**config.mk**
```make
export PLATFORM = sky130hd
export DESIGN_NAME = hdr_walker
export DESIGN_NICKNAME = d
export VERILOG_FILES = /design/src/rtl/hdr_walker.sv
export SDC_FILE = /design/constraint.sdc
export NUM_CORES = 1
export LEC_CHECK = 0
export ABC_CLOCK_PERIOD_IN_PS = 2400
export BUFFER_PORTS_ARGS = -buffer_cell sky130_fd_sc_hd__buf_2
export CELL_PAD_IN_SITES_DETAIL_PLACEMENT = 1
export CELL_PAD_IN_SITES_GLOBAL_PLACEMENT = 1
export CORE_MARGIN = 4
export CORE_UTILIZATION = 41
export CTS_BUF_LIST = sky130_fd_sc_hd__clkbuf_2
export DETAILED_ROUTE_END_ITERATION = 7
export GPL_TIMING_DRIVEN = 1
export PLACE_DENSITY = 0.8
export SKIP_CTS_REPAIR_TIMING = 1
export SYNTH_ARGS = -nofsm -noshare
export SYNTH_HDL_FRONTEND = slang
export SYNTH_SLANG_ARGS = --single-unit
```
**constraint.sdc**
```tcl
create_clock -name clk -period 2.4 [get_ports clk]
set_input_delay 0.24 -clock clk [delete_from_list [all_inputs] [get_ports clk]]
set_output_delay 0.24 -clock clk [all_outputs]
set_load 0.05 [all_outputs]
```
**src/rtl/hdr_walker.sv**
```systemverilog
module hdr_walker #(
  parameter logic [15:0] TPID_A    = 16'h8100,
  parameter logic [15:0] TPID_B    = 16'h9100,
  parameter logic [15:0] TAG_TYPE  = 16'hAAAA,
  parameter logic [15:0] IPV4_TYPE = 16'h0800,
  parameter int ETH_LEN  = 14,
  parameter int VLAN_LEN = 4,
  parameter int TAG_LEN  = 6
) (
  input  logic        clk,
  input  logic        rst_n,
  input  logic        in_valid,
  input  logic [7:0]  in_byte,
  input  logic        in_sop,
  input  logic        in_eop,
  output logic [47:0] eth_dst,
  output logic [47:0] eth_src,
  output logic [15:0] eth_type,
  output logic [2:0]  vlan_pcp,
  output logic        vlan_cfi,
  output logic [11:0] vlan_vid,
  output logic [15:0] vlan_type,
  output logic [7:0]  tag_up1,
  output logic [7:0]  tag_up2,
  output logic [7:0]  tag_dn1,
  output logic [7:0]  tag_dn2,
  output logic [15:0] tag_type,
  output logic        eth_ok,
  output logic        vlan_ok,
  output logic        tag_ok,
  output logic        ipv4_ok,
  output logic        unknown_proto,
  output logic        trunc_err,
  output logic [15:0] next_proto,
  output logic        done
);
  localparam int SHW = ETH_LEN * 8;
  localparam int CW  = $clog2(ETH_LEN + 1);

  typedef enum logic [2:0] {S_IDLE, S_ETH, S_VLAN, S_TAG, S_SKIP} st_t;

  st_t            st;
  logic [CW-1:0]  cnt;
  logic [SHW-1:0] sh;
  logic [SHW-1:0] sh_next;
  logic [15:0]    cur_type;
  logic           body_byte;
  logic           hdr_last;
  logic           go_vlan;
  logic           go_tag;
  logic           more;

  assign sh_next   = {sh[SHW-9:0], in_byte};
  assign cur_type  = sh_next[15:0];
  assign body_byte = in_valid && !in_sop;
  assign hdr_last  = body_byte &&
                     ((st == S_ETH  && cnt == CW'(ETH_LEN - 1))  ||
                      (st == S_VLAN && cnt == CW'(VLAN_LEN - 1)) ||
                      (st == S_TAG  && cnt == CW'(TAG_LEN - 1)));
  assign go_vlan   = (st == S_ETH)  && (cur_type == TPID_A || cur_type == TPID_B);
  assign go_tag    = (st == S_VLAN) && (cur_type == TAG_TYPE);
  assign more      = go_vlan || go_tag;

  always_ff @(posedge clk or negedge rst_n) begin
    if (!rst_n) begin
      st <= S_IDLE;
      cnt <= '0;
      sh <= '0;
      eth_dst <= '0;
      eth_src <= '0;
      eth_type <= '0;
      vlan_pcp <= '0;
      vlan_cfi <= 1'b0;
      vlan_vid <= '0;
      vlan_type <= '0;
      tag_up1 <= '0;
      tag_up2 <= '0;
      tag_dn1 <= '0;
      tag_dn2 <= '0;
      tag_type <= '0;
      eth_ok <= 1'b0;
      vlan_ok <= 1'b0;
      tag_ok <= 1'b0;
      ipv4_ok <= 1'b0;
      unknown_proto <= 1'b0;
      trunc_err <= 1'b0;
      next_proto <= '0;
      done <= 1'b0;
    end else begin
      done <= 1'b0;
      if (in_valid && in_sop) begin
        eth_ok <= 1'b0;
        vlan_ok <= 1'b0;
        tag_ok <= 1'b0;
        ipv4_ok <= 1'b0;
        unknown_proto <= 1'b0;
        trunc_err <= 1'b0;
        next_proto <= '0;
        sh <= sh_next;
        cnt <= CW'(1);
        if (in_eop) begin
          trunc_err <= 1'b1;
          done <= 1'b1;
          st <= S_IDLE;
        end else begin
          st <= S_ETH;
        end
      end else if (hdr_last) begin
        sh <= sh_next;
        cnt <= '0;
        case (st)
          S_ETH: begin
            eth_dst <= sh_next[111:64];
            eth_src <= sh_next[63:16];
            eth_type <= cur_type;
            eth_ok <= 1'b1;
          end
          S_VLAN: begin
            vlan_pcp <= sh_next[31:29];
            vlan_cfi <= sh_next[28];
            vlan_vid <= sh_next[27:16];
            vlan_type <= cur_type;
            vlan_ok <= 1'b1;
          end
          default: begin
            tag_up1 <= sh_next[47:40];
            tag_up2 <= sh_next[39:32];
            tag_dn1 <= sh_next[31:24];
            tag_dn2 <= sh_next[23:16];
            tag_type <= cur_type;
            tag_ok <= 1'b1;
          end
        endcase
        if (more && in_eop) begin
          trunc_err <= 1'b1;
          done <= 1'b1;
          st <= S_IDLE;
        end else if (more) begin
          st <= go_vlan ? S_VLAN : S_TAG;
        end else begin
          done <= 1'b1;
          next_proto <= cur_type;
          ipv4_ok <= (cur_type == IPV4_TYPE);
          unknown_proto <= (cur_type != IPV4_TYPE);
          st <= in_eop ? S_IDLE : S_SKIP;
        end
      end else if (body_byte) begin
        case (st)
          S_ETH, S_VLAN, S_TAG: begin
            sh <= sh_next;
            cnt <= cnt + CW'(1);
            if (in_eop) begin
              trunc_err <= 1'b1;
              done <= 1'b1;
              st <= S_IDLE;
            end
          end
          S_SKIP: if (in_eop) st <= S_IDLE;
          default: st <= S_IDLE;
        endcase
      end
    end
  end
endmodule

```
==> results of run 1 <==
[cell usage in the layout, fill, tap and decap left out, types with 2 or more instances in the layout]
cell,n
a21boi_0,2
o31ai_1,3
diode_2,2
ha_1,2
xnor2_1,2
mux2_2,161
dfrtp_2,2
mux2i_1,16
xor2_1,2
nand2_1,322
clkinv_1,7
inv_1,19
clkbuf_2,124
buf_4,25
nor2_1,5
o21ai_0,68
buf_12,11
nor3_1,2
nor4_1,4
clkinv_4,3
dfrtp_1,324
nor3b_1,2
or3_1,2
dlygate4sd3_1,14
bufinv_16,2
a21oi_1,2
nand4_1,4
buf_2,226
[power breakdown]
group | switching, uW | internal (uW)
clock network | 2230 | 1590
registers | 484 | 5950
logic | 597 | 303
total | 3310 | 7840
[through the flow]
step / worst slack [ps] / TNS [ps]
floorplan: 149 / 0
global placement: 158 / 0
detailed placement: 47.8 / 0
CTS: 3.26 / 0
global route: -5.97 / -21.2
finish: 127 / 0
[final cells by class]
class | instances | area share (%)
Antenna cell | 2 | 0.0331
Timing Repair Buffer | 279 | 11.5
Inverter | 19 | 0.472
Clock buffer | 124 | 4.10
Sequential cell | 326 | 54.0
Multi-Input combinational cell | 617 | 25.9
Tap cell | 390 | 3.23
Clock inverter | 15 | 0.861
[worst min-delay path by stage]
stage,start,endpoint,slack [ps],cells past startpoint
2_1_floorplan,rst_n,cnt[0],-60,0
3_3_place_gp,rst_n,eth_dst[40],240,1
3_5_place_dp,rst_n,eth_dst[40],240,1
4_1_cts,rst_n,eth_dst[33],-750,1
5_1_grt,in_byte[1],sh[1],80,4
6_report,in_byte[1],sh[1],150,4
[registers in the layout, summed over array words and instances, names as in the netlist, 3 cells and up]
signal,count
sh,104
tag_type,16
eth_type,16
next_proto,16
tag_up2,8
vlan_vid,12
eth_dst,48
eth_src,48
vlan_pcp,3
vlan_type,16
st,3
cnt,4
tag_dn2,8
tag_dn1,8
tag_up1,8
[routing by layer]
| layer | vias up | track usage (%) |
|---|---|---|
| met5 | - | 0 |
| met4 | 0 | 7.39 |
| met3 | 68 | 6.21 |
| met2 | 259 | 32.8 |
| met1 | 4477 | 25.3 |
| li1 | 4012 | - |
[kinds of logic after synthesis]
group / after synthesis
mux: 177
xor+xnor: 4
buf+inv: 75
simple gates: 348
fa+ha+maj: 2
flops: 326
compound gates: 86
[tightest hold or removal path: cells and delay by family]
kind,cells,cell delay (ps)
AO/OA/AOI/OAI,1,60
buffers and inverters,2,660
AND/OR/NAND/NOR,1,50
==> results.txt, run 1 <==
clock latency at the later pin of the worst-skew pair = 900 ps
Seq cells post-synth = 326
share of layout cells above drive strength 1 = 41.1%
CP Cell Sequence = inv_1, ha_1, nand4b_1, nor2_1, and3_4, buf_12, buf_12, mux2_2
DP HPWL = 22.3 mm
family with the most delay on the worst path = simple AND/OR/NAND/NOR gates
register area share after synthesis = 65.9%
Post-synth EDFFs = 0
DR pass1 iterations = 4
critical path depth = 8
die span in y = 182 um
Antenna Nets Post-Route = 0
CTS tree = built
WP buf/inv = 3
drt drc = 0
Distinct cells, synth = 41
Worst Path Required = 3090 ps
number of global-route vias before repair = 9,825
GRT Util Overall = 20.1%
critical path arrival = 2970 ps
CP startpoint kind = register
final setup vio count = 0
Synth Area in Simple Gates = 11.2%
dpl cells = 1,611
Pwr Total = 11,200 uW
WL met2 = 16.2 mm
maxcap violations = 0
worst-path maximum fanout = 19
Design Area, Final = 15,100 um2
XOR/XNOR Fraction of Synth Area = 0.283%
Clk pin slew, worst setup/hold paths = 90 ps
via count = 8,816
reg2reg start = cnt[1]
Synth Area in Adders = 0.202%
Initial Util = 41.6%
largest cells by area after synthesis = dfrtp_1, mux2_2, nand2_1
Post-Syn Nets = 1,033
CTS H-tree lvls = 3
CTS Sinks = 326
worst hold slack = 150 ps
status = finished, final reports clean
# IOs = 228
nets = 1,342
Worst R2R Path Depth = 8
mux contribution to synthesized area = 16.0%
Setup Crit Path Kind = reg -> reg
WL met1 = 14.0 mm
met3 wire length = 2.25 mm
Mapped Cells = 1,018
PortBufs = 227
chip width = 182 um
period utilization = 94.7%
Syn Area/Cell = 12.2 um2
slowest cell on the critical path = dfrtp_1
f_max = 440 MHz
Area after DPL = 14,100 um2
pwr dens = 738 nW/um2
r2r endpoint = eth_dst[15]
Synth Area in Compound Gates = 3.85%
GR Overflow Total = 0
Yosys top cell area share = 65.9%
Core Box Area = 29,700 um2
initial antenna violation count = 2
area occupied by registers = 8160 um2
worst min-delay path class = in -> reg
commonest cells in the netlist = dfrtp_1, nand2_1, mux2_2
Vias/cell = 4.98
largest net degree at the start of global routing = 72
post-layout util = 50.9%
relative slew slack = 60.5%
post-route minimum period = 2270 ps
Mapped Area = 12,400 um2
CP endpoint kind = register
Finished Layout Cells = 1,772
CTS buffer count = 84
wire length per cell = 18.8 um
Max Used Layer = met4
site row count = 63
Setup Skew = 97.8 ps
area of the multi-input gates = 3910 um2
Pleak = 0.00871 uW
Slew Limit Fails = 0
filler cell count = 3,275
Hold Vio Cnt, Final = 0
first-pass GRT wire length = 53.8 mm
Worst Setup SP = cnt[1]
final estimated routing congestion in global placement = 0.780
most frequent CP cell = buf_12
Critical Path Max Stage Delay = 420 ps
synth warn = 0
cell taking the most area after synthesis = dfrtp_1
Async S/R FF share, synth = 100%
Worst-Margin Slew = 586 ps
Initial DRC Count = 497
Peak VDD IR = 0.304 mV
Critical Path Sink = eth_dst[15]
Post-synth top flop = dfrtp_1
Routed WL = 33.3 mm
Die ar. = 33,000 um2
Area Growth Syn to Fin = 22.2%
clk root buf = clkbuf_2
setup slack, reg-to-reg = 130 ps
most numerous cell in the Yosys netlist = dfrtp_1
main combinational cell family by area after synthesis = multiplexers
Max Buffers Root-to-Sink = 3
(Power assumes the default switching activity.)
==> run 2, diff against run 1 <==
- ABC_CLOCK_PERIOD_IN_PS: 2400 -> 1900
- clock period: 2.4 -> 1.9 ns (I/O delays scaled with it)
==> run 2 against run 1 <==
  * Clock skew is 37 ps lower
  * The flow now finishes with violations (setup timing)
  * Critical endpoint is now tag_up1[5]
  * Register-to-register slack worse by 370 ps
  * Global-route usage is 0.75 points higher
  * Count of clock-buffer cells in the layout fell by 6
  * Hold slack improved by 39 ps
  * Largest power group unchanged
==> results.txt, run 2 (synthesis results as in run 1) <==
status = finished, violations left
failing checks = setup timing
via count = 9,478 (+7.5%)
Initial Util = 41.6% (unchanged)
Vias/cell = 5.21 (+4.7%)
Routed WL = 40.8 mm (+22%)
final setup vio count = 206 (+206)
dpl cells = 1,638 (+1.7%)
worst min-delay path class = in -> reg
CTS tree = built
CTS Sinks = 326 (unchanged)
drt drc = 0 (unchanged)
Clk pin slew, worst setup/hold paths = 130 ps (+40 ps)
setup ws final = -241 ps (-368 ps)
pwr dens = 854 nW/um2 (+16%)
initial antenna violation count = 1 (-1)
most frequent cells in the layout = dfrtp_1, nand2_1, buf_2, clkbuf_2, mux2_4
Hold Vio Cnt, Final = 0 (unchanged)
Pleak = 0.00923 uW (+6.0%)
GR Overflow Total = 0 (unchanged)
Setup Skew = 60.5 ps (-37.3 ps)
maxcap violations = 0 (unchanged)
commonest non-fill, non-tap cell in the layout = dfrtp_1
Setup Crit Path Kind = reg -> reg
max FFs per register = 104 (unchanged)
relative slew slack = 62.2% (+1.7 points)
clk root buf = clkbuf_2
CP endpoint kind = register
die span in y = 182 um (unchanged)
largest net degree at the start of global routing = 70 (-2.8%)
Area Growth Syn to Fin = 33.1%
Worst Path Required = 2590 ps (-500 ps)
biggest regs = sh: 104 flops, eth_dst: 48 flops, eth_src: 48 flops
CP startpoint kind = register
Initial DRC Count = 605 (+22%)
Pwr Total = 14,100 uW (+26%)
Reg with most FFs = sh
number of global-route vias before repair = 10,031 (+2.1%)
Worst-Margin Slew = 567 ps (-18.2 ps)
RSZ-0062 raised after global routing = yes
Finished Layout Cells = 1,820 (+2.7%)
PortBufs = 227 (unchanged)
CTS buffer count = 83 (-1.2%)
first-pass GRT wire length = 55.4 mm (+3.0%)
chip width = 182 um (unchanged)
period utilization = 113% (+18 points)
site row count = 63 (unchanged)
final estimated routing congestion in global placement = 0.848 (+8.8%)
Die ar. = 33,000 um2 (unchanged)
clock latency at the later pin of the worst-skew pair = 850 ps (-50 ps)
Slew Limit Fails = 0 (unchanged)
GRT Util Overall = 20.8% (+0.75 points)
f_max = 467 MHz (+6.2%)
Core Box Area = 29,700 um2 (unchanged)
Max Buffers Root-to-Sink = 3 (unchanged)
wire length per cell = 22.4 um (+19%)
Design Area, Final = 16,500 um2 (+8.9%)
critical path arrival = 2840 ps (-130 ps)
DP HPWL = 23.2 mm (+4.0%)
# IOs = 228 (unchanged)
nets = 1,392 (+3.7%)
Antenna Nets Post-Route = 0 (unchanged)
CTS H-tree lvls = 3 (unchanged)
DR pass1 iterations = 5 (+1)
post-route minimum period = 2140 ps (-132 ps)
share of layout cells above drive strength 1 = 45.3% (+4.2 points)
Area after DPL = 14,500 um2 (+2.5%)
worst-path maximum fanout = 21 (+2)
Peak VDD IR = 0.534 mV (+76%)
run 2: cell types whose count changed in the layout (fill, tap and decap cells not counted), moves of 12 or more:
cell       change
buf_4         +15
o21ai_0       -36
nand2_1       -14
clkbuf_16     +12
mux2_2       -113
o21ai_1       +26
mux2_4       +113
buf_12        +14
run 2: final timing paths:
check                      cells after the start          to   start  slack (ps)
min                                            3       st[0]  in_eop         190
max reg2reg                                    8  tag_up1[5]   st[2]        -240
min in group asynchronous                      3     ipv4_ok   rst_n         430
max                                            8  tag_up1[5]   st[2]        -240
min reg2reg                                    2      sh[87]  sh[79]         480
max in group asynchronous                      4      sh[71]   rst_n         680
run 2: report_power, final:
part	leakage [uW]	switching (uW)	internal, uW
combinational	0.00424	841	472
sequential	0.00447	681	7520
clock	0.000527	2900	1650
total	0.00923	4420	9640
run 2: worst max-delay path, stage by stage, from the launching register on:
cell	delay, ps
dfrtp_1	410
buf_4	170
nand4b_1	230
nor2_4	190
buf_6	130
o211ai_1	200
buf_4	220
buf_12	150
mux2_2	280
run 2: area by class of cell:
class                   count  area, um2
fillers                  3164      13300
flip-flops and latches    326       8160
multi-input cells         618       4550
repair buffers            329       2510
clock buffers             118        591
well taps                 390        488
clock inverters            18       86.3
inverters                  19       71.3
diodes                      2       5.00
run 2: per-stage QoR:
stage	hold WS [ps]	utilization [%]	setup TNS (ps)	setup slack, ps
after floorplan	-106	-	-7250	-258
after global placement	190	48.8	-6470	-160
after detailed placement	195	48.8	-15990	-246
after CTS	-793	51.0	-17780	-279
after global routing	140	55.4	-36870	-298
final	189	55.4	-27100	-241
run 2: routing by layer:
layer  routed length (um)  up-vias  GRT usage [%]
met2                20300      301           33.5
met1                16900     4961           26.9
li1                     -     4134              -
met4                 1040        0           7.99
met5                    0        -              0
met3                 2620       82           5.87
